===== src/rtl/ocp_pkg.sv =====
package ocp_pkg;

    // Operating mode as encoded on mode_code; bit 1 set means run.
    typedef enum logic [1:0] {
        MODE_PREHEAT  = 2'b00,
        MODE_IGNITION = 2'b01,
        MODE_RUN      = 2'b10,
        MODE_RUN_ALT  = 2'b11
    } op_mode_e;

    // Main control states.
    typedef enum logic [1:0] {
        ST_COUNT   = 2'd0,
        ST_RUN     = 2'd1,
        ST_FAULT   = 2'd2,
        ST_RESTART = 2'd3
    } ctl_state_e;

    // Shutdown-pin re-insertion tracker states.
    typedef enum logic {
        ARM_IDLE      = 1'b0,
        ARM_SEEN_HIGH = 1'b1
    } arm_state_e;

    function automatic logic is_run_mode(input logic [1:0] code);
        return code[1];
    endfunction

endpackage


===== src/rtl/ocp_lo_cycle_monitor.sv =====
module ocp_lo_cycle_monitor (
    input  logic clk,
    input  logic rst_n,
    input  logic lo_on,
    input  logic oc_flag,
    output logic cyc_end,
    output logic cyc_bad,
    output logic oc_now
);

    logic lo_q;
    logic oc_hold;

    // Interval ends where the gate flag is sampled low after being high.
    assign cyc_end = lo_q & ~lo_on;
    assign cyc_bad = oc_hold;
    assign oc_now  = lo_on & oc_flag;

    always_ff @(posedge clk or negedge rst_n) begin
        if (!rst_n) begin
            lo_q    <= 1'b0;
            oc_hold <= 1'b0;
        end else begin
            lo_q <= lo_on;
            if (cyc_end) begin
                oc_hold <= 1'b0;
            end else if (oc_now) begin
                oc_hold <= 1'b1;
            end
        end
    end

endmodule


===== src/rtl/ocp_event_counter.sv =====
module ocp_event_counter #(
    parameter int CNT_W      = 7,
    parameter int TRIP_COUNT = 100
) (
    input  logic             clk,
    input  logic             rst_n,
    input  logic             clr,
    input  logic             inc,
    input  logic             dec,
    output logic [CNT_W-1:0] count,
    output logic             trip_hit
);

    localparam logic [CNT_W-1:0] TRIP_VAL = CNT_W'(TRIP_COUNT);
    localparam logic [CNT_W-1:0] TRIP_M1  = CNT_W'(TRIP_COUNT - 1);

    logic at_top;
    logic at_zero;

    assign at_top   = (count == TRIP_VAL);
    assign at_zero  = (count == '0);
    assign trip_hit = inc && (count == TRIP_M1);

    always_ff @(posedge clk or negedge rst_n) begin
        if (!rst_n) begin
            count <= '0;
        end else if (clr) begin
            count <= '0;
        end else if (inc && !at_top) begin
            count <= count + 1'b1;
        end else if (dec && !at_zero) begin
            count <= count - 1'b1;
        end
    end

endmodule


===== src/rtl/ocp_reinsert_tracker.sv =====
module ocp_reinsert_tracker
    import ocp_pkg::*;
(
    input  logic clk,
    input  logic rst_n,
    input  logic enable,
    input  logic sd_above_hi,
    input  logic sd_below_lo,
    input  logic supply_ok,
    output logic release_ok
);

    arm_state_e arm_q;
    arm_state_e arm_d;

    assign release_ok = enable && (arm_q == ARM_SEEN_HIGH) && sd_below_lo && supply_ok;

    always_comb begin
        arm_d = arm_q;
        if (!enable) begin
            arm_d = ARM_IDLE;
        end else begin
            unique case (arm_q)
                ARM_IDLE:      if (sd_above_hi) arm_d = ARM_SEEN_HIGH;
                ARM_SEEN_HIGH: if (release_ok)  arm_d = ARM_IDLE;
                default:       arm_d = ARM_IDLE;
            endcase
        end
    end

    always_ff @(posedge clk or negedge rst_n) begin
        if (!rst_n) begin
            arm_q <= ARM_IDLE;
        end else begin
            arm_q <= arm_d;
        end
    end

endmodule


===== src/rtl/ocp_fault_integrator.sv =====
module ocp_fault_integrator
    import ocp_pkg::*;
#(
    parameter int CNT_W      = 7,
    parameter int TRIP_COUNT = 100
) (
    input  logic             clk,
    input  logic             rst_n,
    input  logic             lo_on,
    input  logic             oc_flag,
    input  logic [1:0]       mode_code,
    input  logic             supply_ok,
    input  logic             sd_above_hi,
    input  logic             sd_below_lo,
    output logic             fault,
    output logic             gate_inhibit,
    output logic             preheat_req,
    output logic [CNT_W-1:0] event_count
);

    ctl_state_e state_q;
    ctl_state_e state_d;

    logic cyc_end;
    logic cyc_bad;
    logic oc_now;
    logic run_mode;
    logic active;
    logic cnt_clr;
    logic cnt_inc;
    logic cnt_dec;
    logic trip_hit;
    logic release_ok;

    assign run_mode = is_run_mode(mode_code);
    assign active   = (state_q == ST_COUNT) || (state_q == ST_RUN);

    ocp_lo_cycle_monitor u_lo_mon (
        .clk     (clk),
        .rst_n   (rst_n),
        .lo_on   (lo_on),
        .oc_flag (oc_flag),
        .cyc_end (cyc_end),
        .cyc_bad (cyc_bad),
        .oc_now  (oc_now)
    );

    // Counter control: integrate only while active outside run mode.
    always_comb begin
        cnt_clr = 1'b0;
        cnt_inc = 1'b0;
        cnt_dec = 1'b0;
        unique case (state_q)
            ST_COUNT, ST_RUN: begin
                if (run_mode) begin
                    cnt_clr = 1'b1;
                end else if (cyc_end) begin
                    cnt_inc = cyc_bad;
                    cnt_dec = !cyc_bad;
                end
            end
            ST_FAULT:   cnt_clr = release_ok;
            ST_RESTART: cnt_clr = 1'b1;
            default:    cnt_clr = 1'b1;
        endcase
    end

    ocp_event_counter #(
        .CNT_W      (CNT_W),
        .TRIP_COUNT (TRIP_COUNT)
    ) u_counter (
        .clk      (clk),
        .rst_n    (rst_n),
        .clr      (cnt_clr),
        .inc      (cnt_inc),
        .dec      (cnt_dec),
        .count    (event_count),
        .trip_hit (trip_hit)
    );

    ocp_reinsert_tracker u_reinsert (
        .clk         (clk),
        .rst_n       (rst_n),
        .enable      (state_q == ST_FAULT),
        .sd_above_hi (sd_above_hi),
        .sd_below_lo (sd_below_lo),
        .supply_ok   (supply_ok),
        .release_ok  (release_ok)
    );

    // Next-state logic.
    always_comb begin
        state_d = state_q;
        unique case (state_q)
            ST_COUNT, ST_RUN: begin
                if (run_mode) begin
                    state_d = oc_now ? ST_FAULT : ST_RUN;
                end else begin
                    state_d = trip_hit ? ST_FAULT : ST_COUNT;
                end
            end
            ST_FAULT: begin
                if (release_ok) state_d = ST_RESTART;
            end
            ST_RESTART: begin
                state_d = run_mode ? ST_RUN : ST_COUNT;
            end
            default: state_d = ST_COUNT;
        endcase
    end

    // State register.
    always_ff @(posedge clk or negedge rst_n) begin
        if (!rst_n) begin
            state_q <= ST_COUNT;
        end else begin
            state_q <= state_d;
        end
    end

    // Outputs decoded from the registered state.
    always_comb begin
        fault        = 1'b0;
        gate_inhibit = 1'b0;
        preheat_req  = 1'b0;
        unique case (state_q)
            ST_COUNT, ST_RUN: ;
            ST_FAULT: begin
                fault        = 1'b1;
                gate_inhibit = 1'b1;
            end
            ST_RESTART: begin
                gate_inhibit = 1'b1;
                preheat_req  = 1'b1;
            end
            default: ;
        endcase
    end

endmodule


===== config.mk =====
export PLATFORM = sky130hd
export DESIGN_NAME = ocp_fault_integrator
export DESIGN_NICKNAME = d
export VERILOG_FILES = /design/src/rtl/ocp_pkg.sv /design/src/rtl/ocp_lo_cycle_monitor.sv /design/src/rtl/ocp_event_counter.sv /design/src/rtl/ocp_reinsert_tracker.sv /design/src/rtl/ocp_fault_integrator.sv
export SDC_FILE = /design/constraint.sdc
export NUM_CORES = 1
export LEC_CHECK = 0
export ABC_AREA = 1
export BUFFER_PORTS_ARGS = -buffer_cell sky130_fd_sc_hd__buf_2
export CELL_PAD_IN_SITES_DETAIL_PLACEMENT = 0
export CELL_PAD_IN_SITES_GLOBAL_PLACEMENT = 1
export CORE_UTILIZATION = 30
export CTS_CLUSTER_SIZE = 25
export DETAILED_ROUTE_END_ITERATION = 8
export PLACE_DENSITY = 0.65
export SLEW_MARGIN = 20
export SYNTH_ARGS = -nofsm -noshare
export SYNTH_HDL_FRONTEND = slang
export SYNTH_HIERARCHICAL = 1
export SYNTH_SLANG_ARGS = --single-unit

===== constraint.sdc =====
create_clock -name clk -period 2.1 [get_ports clk]
set_input_delay 0.105 -clock clk [delete_from_list [all_inputs] [get_ports clk]]
set_output_delay 0.105 -clock clk [all_outputs]
set_load 0.02 [all_outputs]

# Word-level counts from Yosys, hierarchy flattened
# Index checks and enable logic that the tools add are counted.
# word_totals
out_inout_bits	10
word_cells	58
regBits	12
inputBits	9
# op_classes
eq_ne	6
add_sub_neg	2
n_bitwise	4
muxes	26
n_reduce_logical	15
# ops
op	count
$mux W7	3
$mux W1	16
$eq A7 B7 Y1 const B	2
$mux W2	4
$add A7 B1 Y7 const B	1
$logic_not A7 Y1	1
$sub A7 B1 Y7 const B	1
$logic_and A1 B1 Y1	6
$pmux W2 S3	1
$eq A2 B2 Y1 const B	2
$reduce_or A2 Y1	2
$logic_not A1 Y1	3
$pmux W1 S3	1
$reduce_bool A3 Y1	1
$and A1 B1 Y1	2
$eq A2 B1 Y1 const B	1
$logic_not A2 Y1	1
$ne A2 B2 Y1 const B	1
$not A1 Y1	2
$pmux W1 S2	1
$reduce_bool A2 Y1	1

# Logic depth before layout (Yosys ltp)
# Gate-level depths: netlist (run 1).
# depth
depth_word	9
ltp_mapped	16
mapped_depth_nobuf	16

# Modules after synthesis
# The synthesis (run 1) kept the hierarchy.
# modules_own_cells
mod	cells_each	instances	area_per_inst_um2
ocp_event_counter	93	1	661.9
ocp_fault_integrator	28	1	155.1
ocp_lo_cycle_monitor	11	1	86.3
ocp_reinsert_tracker	6	1	47.5

# Least setup slack after synthesis (run 1)
# No wires, ideal clock.
# synth_path
kind	reg2reg
start	register state_q[1]
end	register u_counter.count[5]
stages_incl_launch_ff	12
arrival_time_ns	1.918
n_path_buf	0
path_slack_ns	0.065
synth_period_minus_slack_ns	2.035
required_ns	1.983
cell_sequence	dfrtp_1 nor2_1 nand2_1 nor2_1 nand2_4 ha_1 nand2_1 or2_2 nand3_1 nand2_1 nand3_1 nand2_1
# synth_via
elab_chain_cells	6
word_cells_on_any_way	16
classes_between	3 x eq/ne; 5 x mux; 8 x reduce/logical
# synth_lines
item	line	rtl
start, declared	ocp_fault_integrator.sv:21	ctl_state_e state_q;
start signal, assigned	ocp_fault_integrator.sv:117	state_q <= state_d;
$eq A2 B1 Y1 or $logic_not A2 Y1 (tied branches)	ocp_fault_integrator.sv:53	unique case (state_q)
$reduce_or A2 Y1 *	ocp_fault_integrator.sv:53	
$mux W1 *	ocp_fault_integrator.sv:53	
net cnt_inc	ocp_fault_integrator.sv:30	logic cnt_inc;
$logic_and A1 B1 Y1 *	ocp_event_counter.sv:29	end else if (inc && !at_top) begin
$mux W7	ocp_event_counter.sv:29	
$mux W7	ocp_event_counter.sv:27	end else if (clr) begin
end signal, assigned	ocp_event_counter.sv:30	count <= count + 1'b1;
end signal, assigned	ocp_event_counter.sv:32	count <= count - 1'b1;
end, declared	ocp_event_counter.sv:10	output logic [CNT_W-1:0] count,
# Mark *: on every way through the listed nets, which the timed path passes. The rest lies on a longest branch.
# A chain may end at the register's enable or synchronous reset.

# Worst setup path in the final report (run 1)
# Same ends and word-level chain as after synthesis.

==> results of run 1 <==
[worst min-delay path: stages]
cell	delay, ns
buf_2	0.08
o21ai_0	0.08
nor2_1	0.08
[synth_stat cells, types with 2 or more instances]
master / number
nor2_2: 4
nand2_1: 40
a21oi_1: 4
inv_1: 28
or2_2: 2
o21ai_1: 3
nor2_1: 11
nand3_1: 10
ha_1: 6
nand2_2: 3
nand4_1: 2
dfrtp_1: 12
nor3_1: 2
[how the worst max path moves through the flow]
stage          slack (ns)  cells past startpoint                             end                            from
3_5_place_dp         0.03                     11  u_counter/count[5]$_DFFE_PN0P_          state_q[1]$_DFFE_PN0P_
2_1_floorplan        0.06                     11  u_counter/count[5]$_DFFE_PN0P_          state_q[1]$_DFFE_PN0P_
6_report             0.17                     11  u_counter/count[5]$_DFFE_PN0P_          state_q[1]$_DFFE_PN0P_
3_3_place_gp         0.07                     11  u_counter/count[5]$_DFFE_PN0P_          state_q[1]$_DFFE_PN0P_
5_1_grt              0.01                     12  u_counter/count[6]$_DFFE_PN0P_  u_counter/count[6]$_DFFE_PN0P_
4_1_cts             0.009                     11  u_counter/count[5]$_DFFE_PN0P_          state_q[1]$_DFFE_PN0P_
[registers in the layout, summed over array words and instances, names as in the netlist]
register / flops
u_counter/count: 7
u_lo_mon/cyc_bad: 1
state_q: 2
u_lo_mon/lo_q: 1
u_reinsert/arm_q: 1
[layout make-up]
cell class                      count  area share (%)
Clock buffer                        4            2.81
Multi-Input combinational cell     96            46.6
Inverter                           29            8.53
Tap cell                           44            4.26
Sequential cell                    12            23.3
Timing Repair Buffer               30            14.5
[power groups by stage]
stage | registers, mW | logic, mW | clock network (mW)
2_1_floorplan | 0.335 | 0.343 | 0
3_3_place_gp | 0.289 | 0.548 | 0
3_5_place_dp | 0.291 | 0.552 | 0
4_1_cts | 0.287 | 0.558 | 0.204
5_1_grt | 0.290 | 0.664 | 0.213
6_report | 0.286 | 0.584 | 0.197
[layer usage]
| metal | vias up | track usage [%] |
|---|---|---|
| li1 | 487 | - |
| met1 | 417 | 20.4 |
| met2 | 17 | 24.1 |
| met3 | 4 | 1.98 |
| met4 | 0 | 7.14 |
| met5 | - | 0 |
[stage by stage]
step	setup slack, ns	hold slack (ns)	cells	area [µm²]	util, %
after detailed placement	0.0294	0.00850	208	1160	38.4
after CTS	0.00881	0.0971	214	1220	40.2
after global placement	0.0695	0.00531	208	1160	38.4
after floorplan	0.0645	-0.191	138	951	-
final	0.170	0.0950	215	1290	42.6
after global routing	0.0110	0.131	215	1290	42.6
[cells in the final DEF, fill, tap and decap left out, types with 2 or more instances in the layout]
cell            n
o21ai_1         3
nand4_1         2
nand3_1        10
clkbuf_4        3
buf_4          11
nor2_1         10
nor2_2          4
ha_1            2
nand2_2         3
inv_1          28
a21oi_1         4
nand2_1        40
ha_4            4
dlygate4sd3_1   2
or2_2           2
dfrtp_1        12
buf_2          17
[cell families (layout without fill, tap and decap cells)]
family                     Yosys count  after routing  synth area share (%)
and+or+nand+nor                     77             77                  37.8
buffers and inverters               30             63                  12.0
DFF                                 12             12                  31.6
AOI/OAI and AO/OA                   10             10                  6.84
adders and majority gates            7              7                  10.0
xor gates and xnor gates             2              2                  1.84
[repair_timing]
action                     CTS  global route
setup buffers                0             1
hold endpoints to repair    13             0
hold buffers                 2             0
gates resized for setup      0             8
setup endpoints to repair    0             3
==> run metrics, run 1 <==
Achievable Freq=between 0.5 and 0.6 GHz; Yosys warning count=6; hold path cells=3; share of post-route cells with drive strength above 1=a little under a third; slowest cell on the critical path=dfrtp_1; Final Power=about 1.1 mW; wire per inst=roughly 11 µm; initial antenna violation count=0; Port Buffer Count=17; met2 WL=between 1000 and 1500 µm; R2R Setup Slk=0.17 ns; reg2reg start=state_q[1]$_DFFE_PN0P_; period utilization=91.9%; Initial Util=31.4%; die width=a little under 60 µm; cell count after synthesis=roughly 140; hold endpoint=u_reinsert/arm_q$_DFF_PN0_; initial detailed-routing violation count=22; max incr delay on CP=0.39 ns; Seq/Total Area, Yosys=31.6%; CP most frequent cell=nand2_1; Synth Net Count=approximately 150; root buffer cell=clkbuf_4; RSZ-0062 raised after global routing=false; Hold Crit Start=sd_above_hi; crit end category=register; Psw=roughly 0.46 mW; max layer used=met4; crit path DAT=about 2.1 ns; post-synthesis register bit count=12; Clock Latency Late Sink=0.28 ns; grt ovf=0; Layout area overhead=35.8%; Setup Total Neg Slack=0 ns; dominant synthesized flop cell=dfrtp_1; Max clock buf depth=2; CP Class=reg2reg; area of the multi-input gates=roughly 600 µm²; I/O pin count=19; Die Y=~58 µm; Post-Route WL=between 2000 and 2500 µm; CTS clk-pin slew, worst paths=0.09 ns; main area contributors after synthesis=dfrtp_1 (32%), nand2_1 (16%), inv_1 (11%); syn avg cell area=approximately 6.9 µm²; routability cong.=0.739; Max-Cap Viols=0; # diodes=0; internal power=between 0.6 and 0.7 mW; crit-path max FO=7; cell family with most CP delay=simple AND/OR/NAND/NOR gates; # DRC=0; met3 WL=around 63 µm; largest net degree at the start of global routing=13; top cell type's share of synthesized area=around a third; first-pass GRT wire length=roughly 3800 µm; Global Route Usage Sum=around 15%; status=completed; hpwl dp=about 1800 µm; Worst slew margin=around 76%; Worst Tran Pin Value=0.354 ns; Sw Share=about 43%; Reg area=roughly 300 µm²; Mapped Area=roughly 950 µm²; Async SR Flop Fraction=100%; Rows=20; Clk pwr share=18.5%; vias per cell=roughly 4.3; crit path buf inv count=0; iteration count of the initial detailed-routing pass=4; worst vdd ir=~0.40 mV; core area=3030 µm²; reg2reg path depth=11; ANT nets after route=0; final max-slew violation count=0; pwr/cell area=around 830 nW/µm²; Synth area leader=dfrtp_1; number of global-route vias before repair=867; H-Tree Depth=1; HP Class=in2reg; CTS tree=yes; # fillers=about 340; worst reg2reg endpoint=u_counter/count[5]$_DFFE_PN0P_; # setup viols final=0; Post-Route M1 WL=approximately 1100 µm; TritonCTS Buffers=3; via count=about 900; crit path cell chain=nor2_1 -> nand2_1 -> nor2_4 -> nand2_4 -> ha_4 -> nand2_1 -> or2_2 -> nand3_1 -> nand2_1 -> nand3_1 -> nand2_1; Clock Skew=0.00102 ns; EDFF count, synth=0; Gate power share=a little over half; CP startpoint kind=register; post-layout min period=1.93 ns; worst endpoint required time=2.28 ns; post-synth cell types=24; NumNets Final=~190; die area=around 3400 µm²; final hold violations=0; clock sinks=12; Seq pwr share=26.8%; Pleak=0.721 nW
Note: power is estimated with default switching activity, not from simulation.
==> run 2: changes to the inputs <==
Clock period 2.1 ns to 1.66 ns, I/O delays scaled along.
==> run 2 against run 1 <==
The run now ends with setup timing left; power grew 45%; cell area is 19% higher; first-iteration DRC count grew 36%; setup slack worse by 0.40 ns; global-route usage rose by 0.18 points; via count increased by 5.7%; routed wire length rose by 6.5%; register-to-register slack got worse by 0.40 ns; largest power group unchanged.
==> run metrics, run 2 (synthesized netlist as in run 1, its figures left out) <==
status=finished with violations (was completed); failing checks=setup timing; post-layout min period=1.89 ns (was 1.93 ns); pre-CTS WS=-0.340 ns (was 0.0294 ns); die width=58.3 µm (unchanged); pwr/cell area=1010 nW/µm² (was 827 nW/µm²); NumNets Final=209 (was 188); core area=3030 µm² (unchanged); slowest cell on the critical path=dfrtp_1 (unchanged); crit path buf inv count=0 (unchanged); # setup viols final=6 (was 0); Pleak=0.821 nW (was 0.721 nW); hold slack=0.0278 ns (was 0.0950 ns); routability cong.=0.741 (was 0.739); die area=3400 µm² (unchanged); root buffer cell=clkbuf_4 (unchanged); share of post-route cells with drive strength above 1=53.1% (was 31.6%); hold endpoint=u_lo_mon/lo_q$_DFF_PN0_ (was u_reinsert/arm_q$_DFF_PN0_); Post-Route WL=2430 µm (was 2280 µm); worst vdd ir=0.612 mV (was 0.395 mV); iteration count of the initial detailed-routing pass=4 (unchanged); Worst Tran Pin Value=0.281 ns (was 0.354 ns); WP depth=11 (unchanged); via count=978 (was 925); largest net degree at the start of global routing=13 (unchanged); Hold Crit Start=lo_on (was sd_above_hi); Global Route Usage Sum=15.3% (was 15.2%); period utilization=114% (was 91.9%); hold path cells=2 (was 3); CP Class=reg2reg (unchanged); Biggest register=u_counter/count (unchanged); biggest regs=u_counter/count x7, state_q x2 (unchanged); Initial Util=31.4% (unchanged); H-Tree Depth=1 (unchanged); number of global-route vias before repair=921 (was 867); TritonCTS Buffers=3 (unchanged); worst endpoint required time=1.83 ns (was 2.28 ns); Clock Latency Late Sink=0.27 ns (was 0.28 ns); first-pass GRT wire length=3970 µm (was 3830 µm); reg2reg start=state_q[1]$_DFFE_PN0P_ (unchanged); max incr delay on CP=0.40 ns (was 0.39 ns); ANT nets after route=0 (unchanged); crit end category=register (unchanged); vias per cell=4.14 (was 4.30); CTS clk-pin slew, worst paths=0.08 ns (was 0.09 ns); worst reg2reg endpoint=u_counter/count[5]$_DFFE_PN0P_ (unchanged); Final Power=1.55 mW (was 1.07 mW); Worst slew margin=81.3% (was 76.4%); R2R Setup Slk=-0.23 ns (was 0.17 ns); # fillers=295 (was 336); post-layout util=50.7% (was 42.6%); final hold violations=0 (unchanged); final max-slew violation count=0 (unchanged); Inst Count DP=223 (was 208); Max-Cap Viols=0 (unchanged); crit path cell chain=nor2_2 -> nand2_2 -> nor2_4 -> nand2_4 -> ha_4 -> nand2_2 -> or2_4 -> nand3_2 -> nand2_1 -> nand3_1 -> nand2_1 (was nor2_1 -> nand2_1 -> nor2_4 -> nand2_4 -> ha_4 -> nand2_1 -> or2_2 -> nand3_1 -> nand2_1 -> nand3_1 -> nand2_1); hpwl dp=1980 µm (was 1780 µm); RSZ-0062 raised after global routing=true (was false); initial antenna violation count=0 (unchanged); I/O pin count=19 (unchanged); Clock Skew=0.00248 ns (was 0.00102 ns); cell family with most CP delay=simple AND/OR/NAND/NOR gates (unchanged); Final Non-Filler Cells=236 (was 215); commonest non-fill, non-tap cell in the layout=nand2_1 (unchanged); Max clock buf depth=2 (unchanged); most frequent cells in the layout=nand2_1 (34), buf_4 (32), inv_1 (23) (was nand2_1 (40), inv_1 (28), buf_2 (17)); crit-path max FO=8 (was 7); # diodes=0 (unchanged); Port Buffer Count=17 (unchanged); wire per inst=10.3 µm (was 10.6 µm); HP Class=in2reg (unchanged); CP startpoint kind=register (unchanged); crit path DAT=2.06 ns (was 2.11 ns); # DRC=0 (unchanged); Layout area overhead=61.6% (was 35.8%); slack of the critical path=-0.230 ns (was 0.170 ns); Die Y=58.3 µm (unchanged); Rows=20 (unchanged); Achievable Freq=0.529 GHz (was 0.518 GHz); clock sinks=12 (unchanged); initial detailed-routing violation count=30 (was 22); max FFs per register=7 (unchanged); CTS tree=yes (unchanged); grt ovf=0 (unchanged); reg2reg path depth=11 (unchanged)
run 2: layout make-up:
cell class,instances,area [µm²],share of cell area (%)
Multi-Input combinational cell,96,679,44.2
Clock buffer,4,36.3,2.36
Tap cell,44,55.1,3.58
Timing Repair Buffer,51,347,22.6
Inverter,29,110,7.17
Sequential cell,12,309,20.1
run 2: timing repair:
item                       in CTS  in global routing
hold endpoints to repair       12                  0
hold buffers                    1                  0
gates resized for setup         6                 12
buffers inserted                6                  2
pin swaps                      11                 19
setup endpoints to repair       6                  7
run 2: worst max path at each step:
stage,start,to,slack (ns)
4_1_cts,u_counter/count[0]$_DFFE_PN0P_,u_counter/count[6]$_DFFE_PN0P_,-0.21
5_1_grt,state_q[1]$_DFFE_PN0P_,u_counter/count[6]$_DFFE_PN0P_,-0.35
2_1_floorplan,u_counter/count[5]$_DFFE_PN0P_,u_counter/count[4]$_DFFE_PN0P_,-0.19
6_report,state_q[1]$_DFFE_PN0P_,u_counter/count[5]$_DFFE_PN0P_,-0.23
3_5_place_dp,state_q[1]$_DFFE_PN0P_,u_counter/count[6]$_DFFE_PN0P_,-0.34
3_3_place_gp,state_q[1]$_DFFE_PN0P_,u_counter/count[6]$_DFFE_PN0P_,-0.30
run 2: power breakdown:
group | switching [mW] | total [mW] | leakage, nW | internal [mW]
sequential | 0.0360 | 0.378 | 0.147 | 0.342
combinational | 0.501 | 0.941 | 0.653 | 0.440
clock | 0.0982 | 0.231 | 0.0210 | 0.133
total | 0.635 | 1.55 | 0.821 | 0.915
run 2: per-layer routing:
layer	wire length, µm	share of wire [%]	GRT usage (%)	vias to the layer above
li1	-	-	-	529
met1	1300	53	21.4	436
met2	1070	44	24.0	11
met3	53	2.2	3.96	2
met4	10	0.41	3.40	0
met5	0	0	0	-
run 2: per-stage QoR:
step / TNS, ns / area, µm²
detailed placement: -1.16 / 1370
finish: -1.05 / 1540
floorplan: -0.930 / 1050
CTS: -0.812 / 1490
global route: -1.76 / 1540
global placement: -0.984 / 1370
